[src/rtl/can_lec_pkg.sv]
package can_lec_pkg;

  typedef enum logic [2:0] {
    LEC_NONE  = 3'd0,
    LEC_STUFF = 3'd1,
    LEC_FORM  = 3'd2,
    LEC_ACK   = 3'd3,
    LEC_BIT1  = 3'd4,
    LEC_BIT0  = 3'd5,
    LEC_CRC   = 3'd6,
    LEC_PROBE = 3'd7
  } lec_e;

  // Next length of a run of equal bits, saturating at cap.
  function automatic int run_step(int cnt, logic same, int cap);
    if (cnt == 0 || !same) return 1;
    return (cnt >= cap) ? cap : cnt + 1;
  endfunction

  // Fixed priority among simultaneous error sources.
  function automatic lec_e pick_code(logic b0, logic b1, logic st,
                                     logic fm, logic ak, logic cr);
    if (b0) return LEC_BIT0;
    if (b1) return LEC_BIT1;
    if (st) return LEC_STUFF;
    if (fm) return LEC_FORM;
    if (ak) return LEC_ACK;
    if (cr) return LEC_CRC;
    return LEC_NONE;
  endfunction

endpackage

[src/rtl/lec_run_mon.sv]
module lec_run_mon
  import can_lec_pkg::*;
#(
  parameter int STUFF_LIMIT = 5
) (
  input  logic clk,
  input  logic rst,
  input  logic stb,
  input  logic rx,
  input  logic zone,
  output logic hit
);
  localparam int CAP   = STUFF_LIMIT + 1;
  localparam int RUN_W = $clog2(CAP + 1);

  logic [RUN_W-1:0] cnt_q;
  logic             last_q;
  int               nxt_i;

  always_comb begin
    nxt_i = run_step(int'(cnt_q), rx == last_q, CAP);
    hit   = stb && zone && (nxt_i > STUFF_LIMIT);
  end

  always_ff @(posedge clk) begin
    if (rst) begin
      cnt_q  <= '0;
      last_q <= 1'b1;
    end else if (stb) begin
      cnt_q  <= RUN_W'(nxt_i);
      last_q <= rx;
    end
  end
endmodule

[src/rtl/lec_rec_mon.sv]
module lec_rec_mon #(
  parameter int REC_LEN = 11
) (
  input  logic clk,
  input  logic rst,
  input  logic stb,
  input  logic rx,
  input  logic active,
  output logic hit
);
  localparam int CW = $clog2(REC_LEN);

  logic [CW-1:0] cnt_q;

  assign hit = stb && active && rx && (cnt_q == CW'(REC_LEN - 1));

  always_ff @(posedge clk) begin
    if (rst || !active) begin
      cnt_q <= '0;
    end else if (stb) begin
      if (!rx || hit) cnt_q <= '0;
      else            cnt_q <= cnt_q + 1'b1;
    end
  end
endmodule

[src/rtl/lec_bit_cmp.sv]
module lec_bit_cmp (
  input  logic stb,
  input  logic tx,
  input  logic rx,
  input  logic arb,
  input  logic tx_msg,
  input  logic ack_slot,
  input  logic err_flag,
  input  logic ovl_flag,
  output logic bit1_hit,
  output logic bit0_hit
);
  logic drive0_zone;

  always_comb begin
    drive0_zone = tx_msg || ack_slot || err_flag || ovl_flag;
    bit1_hit    = stb && tx && !rx && tx_msg && !arb;
    bit0_hit    = stb && !tx && rx && drive0_zone;
  end
endmodule

[src/rtl/can_lec_unit.sv]
module can_lec_unit
  import can_lec_pkg::*;
#(
  parameter int STUFF_LIMIT = 5,
  parameter int REC_LEN     = 11
) (
  input  logic       clk,
  input  logic       rst,
  input  logic       bit_stb,
  input  logic       tx_bit,
  input  logic       rx_bit,
  input  logic       in_arb,
  input  logic       in_tx_msg,
  input  logic       in_stuff_zone,
  input  logic       in_ack_slot,
  input  logic       in_err_flag,
  input  logic       in_ovl_flag,
  input  logic       in_busoff_rec,
  input  logic       form_err_p,
  input  logic       ack_err_p,
  input  logic       crc_err_p,
  input  logic       frame_ok_p,
  input  logic       cpu_wr,
  input  logic       cpu_rd,
  input  logic [2:0] cpu_wdata,
  output logic [2:0] lec_code,
  output logic       irq_pend
);
  logic stuff_hit, bit1_hit, bit0_hit, rec_hit, err_any;
  lec_e hw_code;
  logic [2:0] lec_q;
  logic       irq_q;

  lec_run_mon #(.STUFF_LIMIT(STUFF_LIMIT)) u_run (
    .clk(clk), .rst(rst), .stb(bit_stb), .rx(rx_bit),
    .zone(in_stuff_zone), .hit(stuff_hit)
  );

  lec_rec_mon #(.REC_LEN(REC_LEN)) u_rec (
    .clk(clk), .rst(rst), .stb(bit_stb), .rx(rx_bit),
    .active(in_busoff_rec), .hit(rec_hit)
  );

  lec_bit_cmp u_cmp (
    .stb(bit_stb), .tx(tx_bit), .rx(rx_bit), .arb(in_arb),
    .tx_msg(in_tx_msg), .ack_slot(in_ack_slot), .err_flag(in_err_flag),
    .ovl_flag(in_ovl_flag), .bit1_hit(bit1_hit), .bit0_hit(bit0_hit)
  );

  always_comb begin
    err_any = stuff_hit || bit1_hit || bit0_hit || rec_hit ||
              form_err_p || ack_err_p || crc_err_p;
    hw_code = pick_code(bit0_hit || rec_hit, bit1_hit, stuff_hit,
                        form_err_p, ack_err_p, crc_err_p);
  end

  always_ff @(posedge clk) begin
    if (rst) begin
      lec_q <= 3'd0;
      irq_q <= 1'b0;
    end else begin
      if (err_any)         lec_q <= hw_code;
      else if (frame_ok_p) lec_q <= 3'd0;
      else if (cpu_wr)     lec_q <= cpu_wdata;

      if (err_any)     irq_q <= 1'b1;
      else if (cpu_rd) irq_q <= 1'b0;
    end
  end

  assign lec_code = lec_q;
  assign irq_pend = irq_q;
endmodule

[config.mk]
export PLATFORM = sky130hd
export DESIGN_NAME = can_lec_unit
export DESIGN_NICKNAME = d
export VERILOG_FILES = /design/src/rtl/can_lec_pkg.sv /design/src/rtl/lec_run_mon.sv /design/src/rtl/lec_rec_mon.sv /design/src/rtl/lec_bit_cmp.sv /design/src/rtl/can_lec_unit.sv
export SDC_FILE = /design/constraint.sdc
export NUM_CORES = 1
export LEC_CHECK = 0
export ABC_CLOCK_PERIOD_IN_PS = 3700
export BUFFER_PORTS_ARGS = -buffer_cell sky130_fd_sc_hd__buf_2
export CORE_MARGIN = 2
export CORE_UTILIZATION = 45
export CTS_CLUSTER_DIAMETER = 150
export DETAILED_ROUTE_END_ITERATION = 16
export PLACE_DENSITY_LB_ADDON = 0.15
export SYNTH_ARGS = -nofsm -noshare
export SYNTH_HDL_FRONTEND = slang
export SYNTH_SLANG_ARGS = --single-unit
[constraint.sdc]
create_clock -name clk -period 3.7 [get_ports clk]
set_input_delay 0.925 -clock clk [delete_from_list [all_inputs] [get_ports clk]]
set_output_delay 0.925 -clock clk [all_outputs]
set_load 0.01 [all_outputs]
Word level (Yosys, flattened, before mapping)
Cells that the tools add are included.

word-level totals
  flip-flop bits (word level) = 12
  input bits = 21
  output and inout bits = 4
  logic and storage cells = 88

cells by class
  add/sub/neg operators = 2
  magnitude comparators = 2
  eq/ne operators = 2
  muxes and demuxes = 44
  reduce and logical (&&, ||, !) cells = 33

operators with widths
  cell                   count
  $mux W32               2
  $mux W3                16
  $gt A32 B4 Y1 const B  1
  $mux W1                25
  $logic_or A1 B1 Y1     13
  $logic_and A1 B1 Y1    12
  $logic_not A1 Y1       5
  $add A3 B1 Y4 const B  1
  $add A4 B1 Y4 const B  1
  $eq A4 B4 Y1 const B   1
  $mux W4                1
  $ge A3 B3 Y1 const B   1
  $logic_not A3 Y1       1
  $reduce_bool A3 Y1     1
  $reduce_bool A2 Y1     1
  $eq A1 B1 Y1           1

Logic depth before layout (Yosys ltp)
Gate-level depths: netlist of run 1.

  depth in word-level cells = 29
  gate-level depth with buffers = 7
  mapped depth without buffers = 7

Hierarchy
Synthesis of run 1 repeated with hierarchy kept, for this count alone.

second synthesis, totals
  cell total of the unflattened synthesis = 92
  area, all modules = 775.7 µm²

by module, submodules not included
  module        times used  cells an instance  area an instance (µm²)  seq. area each (µm²)
  lec_run_mon   1           30                 276.5                   80.1
  can_lec_unit  1           28                 246.5                   80.1
  lec_rec_mon   1           29                 227.7                   80.1
  lec_bit_cmp   1           5                  25.0                    0.0

Worst setup path before layout of run 1
Ideal clock, no wire load.

  path kind = input to register
  start = input rx_bit
  end = register lec_q[0] (netlist: lec_code[0])
  setup time = 0.129 ns
  arrival = 1.667 ns
  required time = 3.571 ns
  setup slack = 1.905 ns
  cell stages on the path = 5
  buffers on the path = 0
  cell sequence = xnor2_1 and3_4 o211a_4 o311ai_1 a31oi_1

between the ends
  cells in the longest elaborated chain, start to end = 18
  elaborated cells on any way between the ends = 43
  those cells by class = order compare (1); eq/ne (1); mux (22); reduce/logical (19)

ends and longest elaborated chain
  element               line                source
  from (decl)           can_lec_unit.sv:11  input logic rx_bit,
  $eq A1 B1 Y1          lec_run_mon.sv:21   nxt_i = run_step(int'(cnt_q), rx == last_q, CAP);
  $logic_not A1 Y1      can_lec_pkg.sv:16   if (cnt == 0 || !same) return 1;
  $logic_or A1 B1 Y1    can_lec_pkg.sv:16
  $mux W1               can_lec_pkg.sv:16
  $mux W32              can_lec_pkg.sv:17   return (cnt >= cap) ? cap : cnt + 1;
  $gt A32 B4 Y1         lec_run_mon.sv:22   hit = stb && zone && (nxt_i > STUFF_LIMIT);
  $logic_and A1 B1 Y1   lec_run_mon.sv:22
  $mux W3               can_lec_pkg.sv:25   if (st) return LEC_STUFF;
  [2 not listed]        -
  $mux W3               can_lec_pkg.sv:28   if (cr) return LEC_CRC;
  $mux W3               can_lec_pkg.sv:29   return LEC_NONE;
  $mux W3               can_lec_pkg.sv:28
  $mux W3               can_lec_pkg.sv:27   if (ak) return LEC_ACK;
  $mux W3               can_lec_pkg.sv:26   if (fm) return LEC_FORM;
  $mux W3               can_lec_pkg.sv:25
  $mux W3               can_lec_pkg.sv:24   if (b1) return LEC_BIT1;
  $mux W3               can_lec_unit.sv:62  if (err_any) lec_q <= hw_code;
  to (signal assigned)  can_lec_unit.sv:62
  to (signal assigned)  can_lec_unit.sv:64  else if (cpu_wr) lec_q <= cpu_wdata;
  to (decl)             can_lec_unit.sv:31  logic [2:0] lec_q;

Parallel ways exist; a longest one is shown, timed or not. The select of a mux whose other input is x is not followed.
A chain may end at the register's enable or synchronous reset.

Worst setup path after layout of run 1
  start = register u_run.cnt_q[1]
  end = register lec_q[0] (netlist: lec_code[0])

between the ends
  cells in the longest elaborated chain, start to end = 17
  elaborated cells on any way between the ends = 31
  those cells by class = add/sub (1); order compare (2); mux (18); reduce/logical (10)

ends and longest elaborated chain
  element                                                                line                source
  from (decl)                                                            lec_run_mon.sv:16   logic [RUN_W-1:0] cnt_q;
  from (signal assigned)                                                 lec_run_mon.sv:30   cnt_q <= RUN_W'(nxt_i);
  parallel branches: the longest is 3 deep, another holds $add A3 B1 Y4  -
  $mux W32 *                                                             can_lec_pkg.sv:17
  $gt A32 B4 Y1 *                                                        lec_run_mon.sv:22
  $logic_and A1 B1 Y1 *                                                  lec_run_mon.sv:22
  $mux W3                                                                can_lec_pkg.sv:25
  $mux W3                                                                can_lec_pkg.sv:26
  $mux W3                                                                can_lec_pkg.sv:27
  $mux W3                                                                can_lec_pkg.sv:28
  $mux W3                                                                can_lec_pkg.sv:29
  $mux W3                                                                can_lec_pkg.sv:28
  $mux W3                                                                can_lec_pkg.sv:27
  $mux W3                                                                can_lec_pkg.sv:26
  $mux W3                                                                can_lec_pkg.sv:25
  $mux W3                                                                can_lec_pkg.sv:24
  $mux W3                                                                can_lec_unit.sv:62

Mark *: on every way between the ends. The select of a mux whose other input is x is not followed.

==> results of run 1 <==
==> stage by stage <==
step                      hold slack (ps)  std cells  setup slack (ps)  power [mW]  instance area [µm²]
after floorplan                     466.8         87              1905      0.1667                726.9
after global placement              480.0        126              1668      0.1874                862.1
after detailed placement            487.7        126              1658      0.1885                862.1
after CTS                           506.9        130              1729      0.2926                898.4
after global routing                529.4        130              1596      0.3050                898.4
final                               497.6        130              1746      0.2920                898.4
==> logic make-up after synthesis <==
kind of cell	count (synthesis)	synth area share
AND/OR/NAND/NOR	39	0.2857
XOR/XNOR	2	0.02410
adder cells (fa/ha/maj)	5	0.08606
AO/OA/AOI/OAI	19	0.1859
buffers and inverters	6	0.03270
flip-flops	12	0.3305
multiplexers	4	0.05508
==> power by group through the flow <==
stage | clock network, mW | registers (mW) | logic [mW]
finish | 0.106 | 0.138 | 0.0478
global route | 0.113 | 0.139 | 0.0537
CTS | 0.107 | 0.138 | 0.0481
detailed placement | 0 | 0.141 | 0.0478
global placement | 0 | 0.141 | 0.0469
floorplan | 0 | 0.142 | 0.0249
==> registers in the layout (all words and copies together) (netlist names) <==
name          count
u_rec.cnt_q       4
u_run.cnt_q       3
u_run.last_q      1
lec_code          3
irq_pend          1
==> cell usage after synthesis (all sizes together) <==
library cell  instances  area share
nor2                 14       0.072
dfxtp                12        0.33
nand2b                6       0.052
ha                    5       0.086
inv                   5       0.026
nand2                 5       0.026
mux2i                 4       0.055
o21ai                 4       0.028
a211oi                3       0.031
a21oi                 3       0.021
nand4                 3       0.026
a31oi                 2       0.017
and3                  2       0.024
nor2b                 2       0.017
nor3                  2       0.014
nor4                  2       0.026
a2bb2oi               1       0.012
buf                   1      0.0069
nand3                 1      0.0069
nand3b                1       0.010
nand4b                1       0.012
o211a                 1       0.024
o21a                  1       0.010
o22ai                 1      0.0086
o311ai                1       0.012
o31a                  1       0.012
o31ai                 1       0.010
xnor2                 1       0.012
xor2                  1       0.012
==> worst paths after layout <==
| path | to | slack (ps) |
|---|---|---|
| worst max-delay path | lec_code[0] | 1750 |
| worst min-delay path | irq_pend | 500 |
| worst min register to register | irq_pend | 500 |
| worst max register to register | lec_code[0] | 1750 |
==> layer usage <==
| metal | vias to the layer above | global-route usage | part of all wire | wire length (µm) |
|---|---|---|---|---|
| li1 | 366 | - | - | - |
| met1 | 303 | 0.2387 | 0.49 | 744 |
| met2 | 21 | 0.2324 | 0.45 | 676 |
| met3 | 2 | 0.03673 | 0.055 | 83 |
| met4 | 0 | 0.04848 | 0.0053 | 8 |
| met5 | - | 0 | 0 | 0 |
==> worst min-delay path, stage by stage, from the launching register on <==
cell	delay (ps)
dfxtp_1	310
nand2b_1	60
a31oi_1	80
==> cell type report <==
type / count / area share
repair buffers: 24 / 0.1337
flip-flops and latches: 12 / 0.2674
clock buffers: 4 / 0.04039
multi-input cells: 69 / 0.5153
well taps: 16 / 0.02228
inverters: 5 / 0.02089
==> placed cells by master, fill, tap and decap left out, drive strengths merged, types with 3 or more instances in the layout <==
cell type and n:
mux2i 4, ha 5, o21ai 4, nand2b 6, dfxtp 12, a211oi 3
nand2 5, buf 24, clkbuf 4, inv 5, a21oi 3, nor2 14
nand4 3
==> summary.txt, run 1 <==
Setup path
  • CP max stage delay: 430 ps
  • Worst Path Class, Setup: flop to flop
  • Worst r2r src: u_run.cnt_q[1]
  • Crit-path slowest cell: dfxtp_1
  • FF-to-FF path depth: 7
  • Stages on worst setup path: 7
  • Critical path arrival: 2100 ps
  • CP delay by family, top: compound AO/OA/AOI/OAI gates
  • Critical path startpoint: u_run.cnt_q[1]
  • CP bufs+invs: 1
  • WP data required: 3850 ps
  • CP Cell Sequence: inv_1, ha_1, nor2b_1, o31a_1, o211a_4, o311ai_1, a31oi_1
  • Critical Path Sink Type: flop
  • Max Fanout on Critical Path: 6
  • Setup crit start kind: flop

STA
  • RSZ-0062 raised after global routing: false
  • Crit path time final: 1954 ps
  • Tcrit/Tclk final: 0.5281
  • Final setup fails: 0
  • Max Freq: 511.7 MHz
  • Hold Vio Cnt, Final: 0
  • Setup TNS: 0 ps
  • Final Max Slew Viols: 0
  • Headroom to the max-slew limit: 0.7348
  • Worst Skew: 2.780 ps
  • Worst-Margin Slew: 394.8 ps

Floorplan
  • Core footprint: 0.001506 mm²
  • I/O pin count: 25
  • Initial core utilization: 0.4826
  • Core Rows: 14
  • DIE AREA: 0.001953 mm²
  • Die width: 44.19 µm
  • Die height: 44.19 µm

Clock network
  • Clock root buffer: clkbuf_4
  • Clk buf depth: 2
  • Post-CTS Setup Repair Bufs: 0
  • CTS Hold Buffers Added: 0
  • Num Clock Sinks: 12
  • Clock latency on the worst-skew pair: 270 ps
  • TritonCTS clock tree: built
  • Resized cells post-CTS: 0
  • CTS Buf Count: 3
  • Clock-pin slew on the worst setup and hold paths: 80 ps
  • Htree depth: 1

Yosys
  • Yosys cell types: 31
  • Syn nets: 113
  • Sequential area share after synthesis: 0.3305
  • Synth Instances: 87
  • Average size of a mapped cell: 8.356 µm²
  • Post-Syn Area: 726.9 µm²
  • Synth Register Bits: 12
  • Synth Warn #: 0

Final layout
  • Layout cells sized above 1: 0.2719
  • Sequential cell area: 240.2 µm²
  • Fillers: 144
  • Finished Core Util: 0.5963
  • Final #Nets: 141
  • Synth-to-Final Area Change: 23.58%
  • Multi-input combinational cell area: 462.9 µm²
  • Ant diodes: 0

Pwr
  • Flop pwr share: 0.472
  • P_sw: 0.07471 mW
  • Peak VDD IR: 145.8 µV
  • P_leak: 0.4210 nW
  • Clock power frac: 0.365
  • Power Density: 325.0 mW/mm²
  • Switching share of power: 0.2559
  • Logic gate share of total power: 0.164
  • P_int: 0.2173 mW

Routing
  • Vias per cell: 5.323
  • Antenna-violating nets left: 0
  • WL/cell: 11.63 µm
  • # DRC: 0
  • First-pass detailed-route iteration total: 4
  • Routed vias: 692
  • Total Wirelength: 1512 µm
  • Initial DRC Count: 9

Outcome
  • Outcome: finished, final reports clean

Placement
  • Post-DP HPWL: 1190 µm
  • Gpl congestion: 0.8472
  • Port Buffers: 24

Global route
  • Vias in the first global route: 601
  • First-pass GRT wire length: 2415 µm
  • Initial antenna violation count: 0
  • Largest net degree at the start of global routing: 15
  • Gr usage total: 0.1615
  • Remaining Overflow, GRT: 0

Job
  • Max cap viols: 0

Hold path
  • Hold path startpoint: irq_pend
  • Hold Crit Depth: 2
  • HP Class: flop to flop
Power figures use the tool's default switching activity.
==> run 2, diff against run 1 <==
--- a/config.mk
+++ b/config.mk
@@ -5,10 +5,10 @@
 export SDC_FILE = /design/constraint.sdc
 export NUM_CORES = 1
 export LEC_CHECK = 0
-export ABC_CLOCK_PERIOD_IN_PS = 3700
+export ABC_CLOCK_PERIOD_IN_PS = 1600
 export BUFFER_PORTS_ARGS = -buffer_cell sky130_fd_sc_hd__buf_2
 export CORE_MARGIN = 2
-export CORE_UTILIZATION = 45
+export CORE_UTILIZATION = 43
 export CTS_CLUSTER_DIAMETER = 150
 export DETAILED_ROUTE_END_ITERATION = 16
 export PLACE_DENSITY_LB_ADDON = 0.15
==> constraint.sdc (replaced) <==
create_clock -name clk -period 1.6 [get_ports clk]
set_input_delay 0.4 -clock clk [delete_from_list [all_inputs] [get_ports clk]]
set_output_delay 0.4 -clock clk [all_outputs]
set_load 0.01 [all_outputs]
==> summary.txt, run 2 (synthesis gave the netlist of run 1 again) <==
Floorplan
  • Die height: 45.12 µm (+2.1%)
  • Core footprint: 0.001541 mm² (+2.3%)
  • Die width: 45.12 µm (+2.1%)
  • I/O pin count: 25 (unchanged)
  • Initial core utilization: 0.4716 (-0.01097)
  • Core Rows: 14 (unchanged)
  • DIE AREA: 0.002035 mm² (+4.2%)

Global route
  • Top Usage Layer GRT: met1
  • Met3 Usage GRT: 0.03600 (-0.0007347)
  • Remaining Overflow, GRT: 0 (unchanged)
  • GR Util met1: 0.2549 (+0.01621)
  • Gr usage total: 0.1764 (+0.01497)
  • Vias in the first global route: 654 (+8.8%)
  • Initial antenna violation count: 0 (unchanged)
  • Met2 Usage GRT: 0.2457 (+0.01336)
  • First-pass GRT wire length: 2573 µm (+6.5%)
  • Largest net degree at the start of global routing: 11 (-4)

Outcome
  • Failing checks: setup timing
  • Outcome: finished, violations left

STA
  • Max Freq: 609.8 MHz (+19%)
  • Crit path time final: 1640 ps (-314.3 ps)
  • Hold_ws: 341.7 ps (-155.9 ps)
  • Headroom to the max-slew limit: 0.7603 (+0.02550)
  • Final setup fails: 2 (+2)
  • Final worst setup slack: -39.87 ps (-1786 ps)
  • Final Max Slew Viols: 0 (unchanged)
  • Hold Vio Cnt, Final: 0 (unchanged)
  • RSZ-0062 raised after global routing: true
  • Worst-Margin Slew: 355.9 ps (-38.97 ps)
  • Worst Skew: 0.1822 ps (-2.598 ps)
  • Tcrit/Tclk final: 1.025 (+0.4968)

Final layout
  • Final #Nets: 150 (+6.4%)
  • Commonest non-fill, non-tap cell in the layout: buf_2
  • Ant diodes: 0 (unchanged)
  • Layout cells sized above 1: 0.4146 (+0.1427)
  • Most frequent cells in the layout: buf_2 (24), nor2_1 (13), dfxtp_1 (9), buf_4 (9), nand2b_1 (6)
  • Finished Core Util: 0.6640 (+0.06761)
  • Biggest register: u_rec.cnt_q
  • Max FFs per register: 4 (unchanged)
  • Fillers: 139 (-3.5%)
  • Synth-to-Final Area Change: 40.79%

Hold path
  • HP Class: input port to flop

Clock network
  • Htree depth: 1 (unchanged)
  • Clk buf depth: 2 (unchanged)
  • Post-CTS Setup Repair Bufs: 0 (unchanged)
  • Clock root buffer: clkbuf_4
  • Clock latency on the worst-skew pair: 270 ps (about the same)
  • CTS Hold Buffers Added: 0 (unchanged)
  • Num Clock Sinks: 12 (unchanged)
  • TritonCTS clock tree: built
  • CTS Buf Count: 3 (unchanged)
  • Clock-pin slew on the worst setup and hold paths: 80 ps (about the same)

Job
  • Max cap viols: 0 (unchanged)

Pwr
  • P_int: 0.5212 mW (+140%)
  • P_leak: 0.4780 nW (+14%)
  • Clock power frac: 0.349 (-0.016)
  • Logic gate share of total power: 0.197 (+0.033)
  • Switching share of power: 0.2564 (+0.0004816)
  • Power Density: 684.9 mW/mm² (+110%)
  • P_sw: 0.1797 mW (+140%)
  • Flop pwr share: 0.455 (-0.017)
  • Peak VDD IR: 491.4 µV (+240%)

Setup path
  • Worst Path Class, Setup: flop to flop
  • Critical Path Sink Type: flop
  • Setup crit start kind: flop
  • Max Fanout on Critical Path: 3 (-3)
  • WP data required: 1820 ps (-2030 ps)
  • Critical path arrival: 1860 ps (-240 ps)

Routing
  • Total Wirelength: 1721 µm (+14%)
  • WL/cell: 12.38 µm (+6.5%)
  • Vias per cell: 5.374 (+0.96%)
  • Initial DRC Count: 11 (+2)
  • First-pass detailed-route iteration total: 4 (unchanged)
  • Antenna-violating nets left: 0 (unchanged)
  • # DRC: 0 (unchanged)
  • Routed vias: 747 (+7.9%)

Placement
  • Port Buffers: 24 (unchanged)
  • Post-DP HPWL: 1316 µm (+11%)
  • Gpl congestion: 0.7904 (-6.7%)
## run 2: per-layer routing
layer | share of wire | vias to the layer above | wire, µm
li1 | - | 383 | -
met1 | 0.49 | 341 | 844
met2 | 0.45 | 21 | 778
met3 | 0.051 | 2 | 87
met4 | 0.0058 | 0 | 10
met5 | 0 | - | 0
## run 2: worst max-delay path, cell delays in order (launching register included)
cell     delay [ps]
dfxtp_2         350
inv_2            50
ha_4            230
nor2b_4         120
o31a_1          240
o211a_4         260
nor4_2          200
o21a_1          140
## run 2: final cells by class
| type | instances | area (µm²) | share of cell area |
|---|---|---|---|
| clock buffer | 4 | 36.28 | 0.03545 |
| inverter | 5 | 18.77 | 0.01834 |
| multi-input combinational | 69 | 516.7 | 0.5049 |
| sequential | 12 | 244.0 | 0.2384 |
| timing repair buffer | 33 | 187.7 | 0.1834 |
| tap | 16 | 20.02 | 0.01956 |
## run 2: path summary, 6_finish.rpt
path,endpoint,startpoint,depth (start not counted),slack (ps)
max,lec_code[2],u_run.cnt_q[1],7,-40
min,u_run.cnt_q[1],rst,2,340
max reg2reg,lec_code[2],u_run.cnt_q[1],7,-40
min reg2reg,irq_pend,irq_pend,2,490
## run 2: per-stage QoR
stage	setup slack [ps]	setup TNS [ps]	total power [mW]	instances	instance area (µm²)
after floorplan	-12.13	-12.13	0.3884	87	740.7
after global placement	-23.11	-23.11	0.4497	135	943.4
after detailed placement	-94.29	-204.1	0.4512	135	943.4
after CTS	-50.06	-102.1	0.6998	139	999.7
after global routing	-92.36	-190.7	0.7346	139	1023
final	-39.87	-64.25	0.7009	139	1023
## run 2: power by group through the flow
stage                     registers [mW]  clock network [mW]  logic, mW
after floorplan                    0.328                   0     0.0602
after global placement             0.324                   0      0.125
after detailed placement           0.325                   0      0.127
after CTS                          0.318               0.249      0.132
after global routing               0.321               0.261      0.153
final                              0.319               0.244      0.138
## run 2: what timing repair did
| item | CTS | global route |
|---|---|---|
| pin swaps | 0 | 1 |
| gates cloned | 0 | 0 |
| gates resized for setup | 4 | 6 |
| setup endpoints to repair | 4 | 5 |
==> run 3, diff against run 2 <==
--- a/config.mk
+++ b/config.mk
@@ -7,7 +7,6 @@
 export LEC_CHECK = 0
 export ABC_CLOCK_PERIOD_IN_PS = 1600
 export BUFFER_PORTS_ARGS = -buffer_cell sky130_fd_sc_hd__buf_2
-export CORE_MARGIN = 2
 export CORE_UTILIZATION = 43
 export CTS_CLUSTER_DIAMETER = 150
 export DETAILED_ROUTE_END_ITERATION = 16
==> summary.txt, run 3 (synthesis gave the netlist of run 1 again) <==
Outcome
  • Outcome: finished, violations left
  • Failing checks: setup timing

Routing
  • Routed vias: 754 (+0.94%)
  • Antenna-violating nets left: 0 (unchanged)
  • Total Wirelength: 1663 µm (-3.4%)
  • WL/cell: 12.05 µm (-2.7%)
  • First-pass detailed-route iteration total: 4 (unchanged)
  • Vias per cell: 5.464 (+1.7%)
  • Initial DRC Count: 24 (+13)
  • # DRC: 0 (unchanged)

Setup path
  • CP Cell Sequence: inv_2, ha_4, nor2b_1, o31a_1, o211a_4, o311ai_2, a31oi_1
  • Max Fanout on Critical Path: 3 (unchanged)
  • CP bufs+invs: 1 (unchanged)
  • Worst Path Class, Setup: flop to flop
  • Critical path arrival: 1800 ps (-60 ps)
  • CP max stage delay: 350 ps (about the same)
  • Setup crit start kind: flop
  • CP delay by family, top: compound AO/OA/AOI/OAI gates
  • Crit-path slowest cell: dfxtp_2
  • WP data required: 1760 ps (-60 ps)
  • Critical Path Sink Type: flop

Clock network
  • TritonCTS clock tree: built
  • Num Clock Sinks: 12 (unchanged)
  • Htree depth: 1 (unchanged)
  • Clock root buffer: clkbuf_4
  • Clk buf depth: 2 (unchanged)
  • Clock latency on the worst-skew pair: 270 ps (about the same)
  • CTS Buf Count: 3 (unchanged)
  • Clock-pin slew on the worst setup and hold paths: 80 ps (about the same)

STA
  • Final setup fails: 3 (+1)
  • Crit path time final: 1642 ps (+2.151 ps)
  • Max Freq: 609.0 MHz (-0.13%)
  • Hold Vio Cnt, Final: 0 (unchanged)
  • Tcrit/Tclk final: 1.026 (+0.001344)
  • RSZ-0062 raised after global routing: true
  • Worst-Margin Slew: 358.4 ps (+2.573 ps)
  • Worst Skew: 3.341 ps (+3.159 ps)
  • Headroom to the max-slew limit: 0.7585 (-0.001734)
  • Setup TNS: -93.78 ps (-29.53 ps)
  • Final Max Slew Viols: 0 (unchanged)
  • Final worst setup slack: -42.02 ps (-2.151 ps)

Pwr
  • P_int: 0.5160 mW (-1.0%)
  • Power Density: 698.1 mW/mm² (+1.9%)
  • Total design power: 0.6935 mW (-1.1%)
  • Logic gate share of total power: 0.191 (-0.006)
  • P_leak: 0.4621 nW (-3.3%)
  • Peak VDD IR: 575.2 µV (+17%)
  • Flop pwr share: 0.459 (+0.004)
  • Switching share of power: 0.2559 (-0.0004629)
  • Clock power frac: 0.350 (about the same)
  • P_sw: 0.1775 mW (-1.2%)

Global route
  • First-pass GRT wire length: 2718 µm (+5.6%)
  • Remaining Overflow, GRT: 0 (unchanged)
  • Vias in the first global route: 674 (+3.1%)
  • Gr usage total: 0.1958 (+0.01940)
  • Largest net degree at the start of global routing: 11 (unchanged)
  • Initial antenna violation count: 0 (unchanged)

Placement
  • Placed Cells: 133 (-1.5%)
  • Post-DP HPWL: 1306 µm (-0.78%)
  • Post-place setup slack: -86.27 ps (+8.015 ps)
  • Port Buffers: 24 (unchanged)
  • Gpl congestion: 0.8460 (+7.0%)

Final layout
  • Ant diodes: 0 (unchanged)
  • Max FFs per register: 4 (unchanged)
  • Fillers: 139 (unchanged)
  • Fin cells: 138 (-0.72%)
  • Synth-to-Final Area Change: 36.66%
  • Most frequent cells in the layout: buf_2 (24), nor2_1 (13), dfxtp_1 (11), buf_4 (8), nand2b_1 (6)
  • Sequential cell area: 241.5 µm² (-1.0%)
  • Commonest non-fill, non-tap cell in the layout: buf_2
  • Multi-input combinational cell area: 496.7 µm² (-3.9%)
  • Layout cells sized above 1: 0.3770 (-0.03758)
  • Final #Nets: 149 (-0.67%)
  • Biggest register: u_rec.cnt_q
  • Finished Core Util: 0.6445 (-0.01948)

Floorplan
  • Core footprint: 0.001541 mm² (unchanged)
  • Die height: 43.12 µm (-4.4%)
  • DIE AREA: 0.001859 mm² (-8.7%)
  • Die width: 43.12 µm (-4.4%)
  • I/O pin count: 25 (unchanged)
  • Initial core utilization: 0.4716 (unchanged)
  • Core Rows: 14 (unchanged)

Job
  • Max cap viols: 0 (unchanged)

Hold path
  • HP Class: input port to flop
==> run 3: path summary, 6_finish.rpt <==
| path | start | endpoint | slack [ps] | cells past startpoint |
|---|---|---|---|---|
| hold reg to reg | irq_pend | irq_pend | 490 | 2 |
| setup reg to reg | u_run.cnt_q[1] | lec_code[0] | -40 | 7 |
| hold / removal | rst | irq_pend | 350 | 2 |
| setup / recovery | u_run.cnt_q[1] | lec_code[0] | -40 | 7 |
==> run 3: power by group through the flow <==
| stage | sequential [mW] | clock, mW | combinational (mW) |
|---|---|---|---|
| 2_1_floorplan | 0.328 | 0 | 0.0602 |
| 3_3_place_gp | 0.324 | 0 | 0.124 |
| 3_5_place_dp | 0.325 | 0 | 0.127 |
| 4_1_cts | 0.318 | 0.251 | 0.130 |
| 5_1_grt | 0.320 | 0.264 | 0.149 |
| 6_report | 0.318 | 0.243 | 0.133 |
==> run 3: worst reg2reg max path, stage by stage (launching register included) <==
cell,delay (ps)
dfxtp_2,350
inv_2,60
ha_4,230
nor2b_1,120
o31a_1,240
o211a_4,260
o311ai_2,210
a31oi_1,60
==> run 3: per-layer routing <==
layer	track usage	wire, µm	up-vias	share of wire
met2	0.2925	769	32	0.46
li1	-	-	384	-
met1	0.2682	773	334	0.46
met3	0.03830	104	4	0.063
met5	0	0	-	0
met4	0.09091	15	0	0.0090
==> run 3: cell type report <==
type	instances	share of cell area
inverters	5	0.01889
clock buffers	4	0.03652
flip-flops and latches	12	0.2431
repair buffers	32	0.1814
multi-input cells	69	0.5000
well taps	16	0.02015
==> run 3: metrics by stage <==
stage,area [µm²],hold slack (ps)
floorplan,740.7,465.0
global placement,928.4,480.1
detailed placement,928.4,479.3
CTS,982.2,353.9
global route,993.5,347.8
finish,993.5,354.8
==> run 3: timing repair <==
| action | in CTS | in global routing |
|---|---|---|
| hold buffers | 0 | 0 |
| endpoints found under the setup margin | 4 | 4 |
| setup buffers | 1 | 0 |
| gates resized for setup | 3 | 2 |
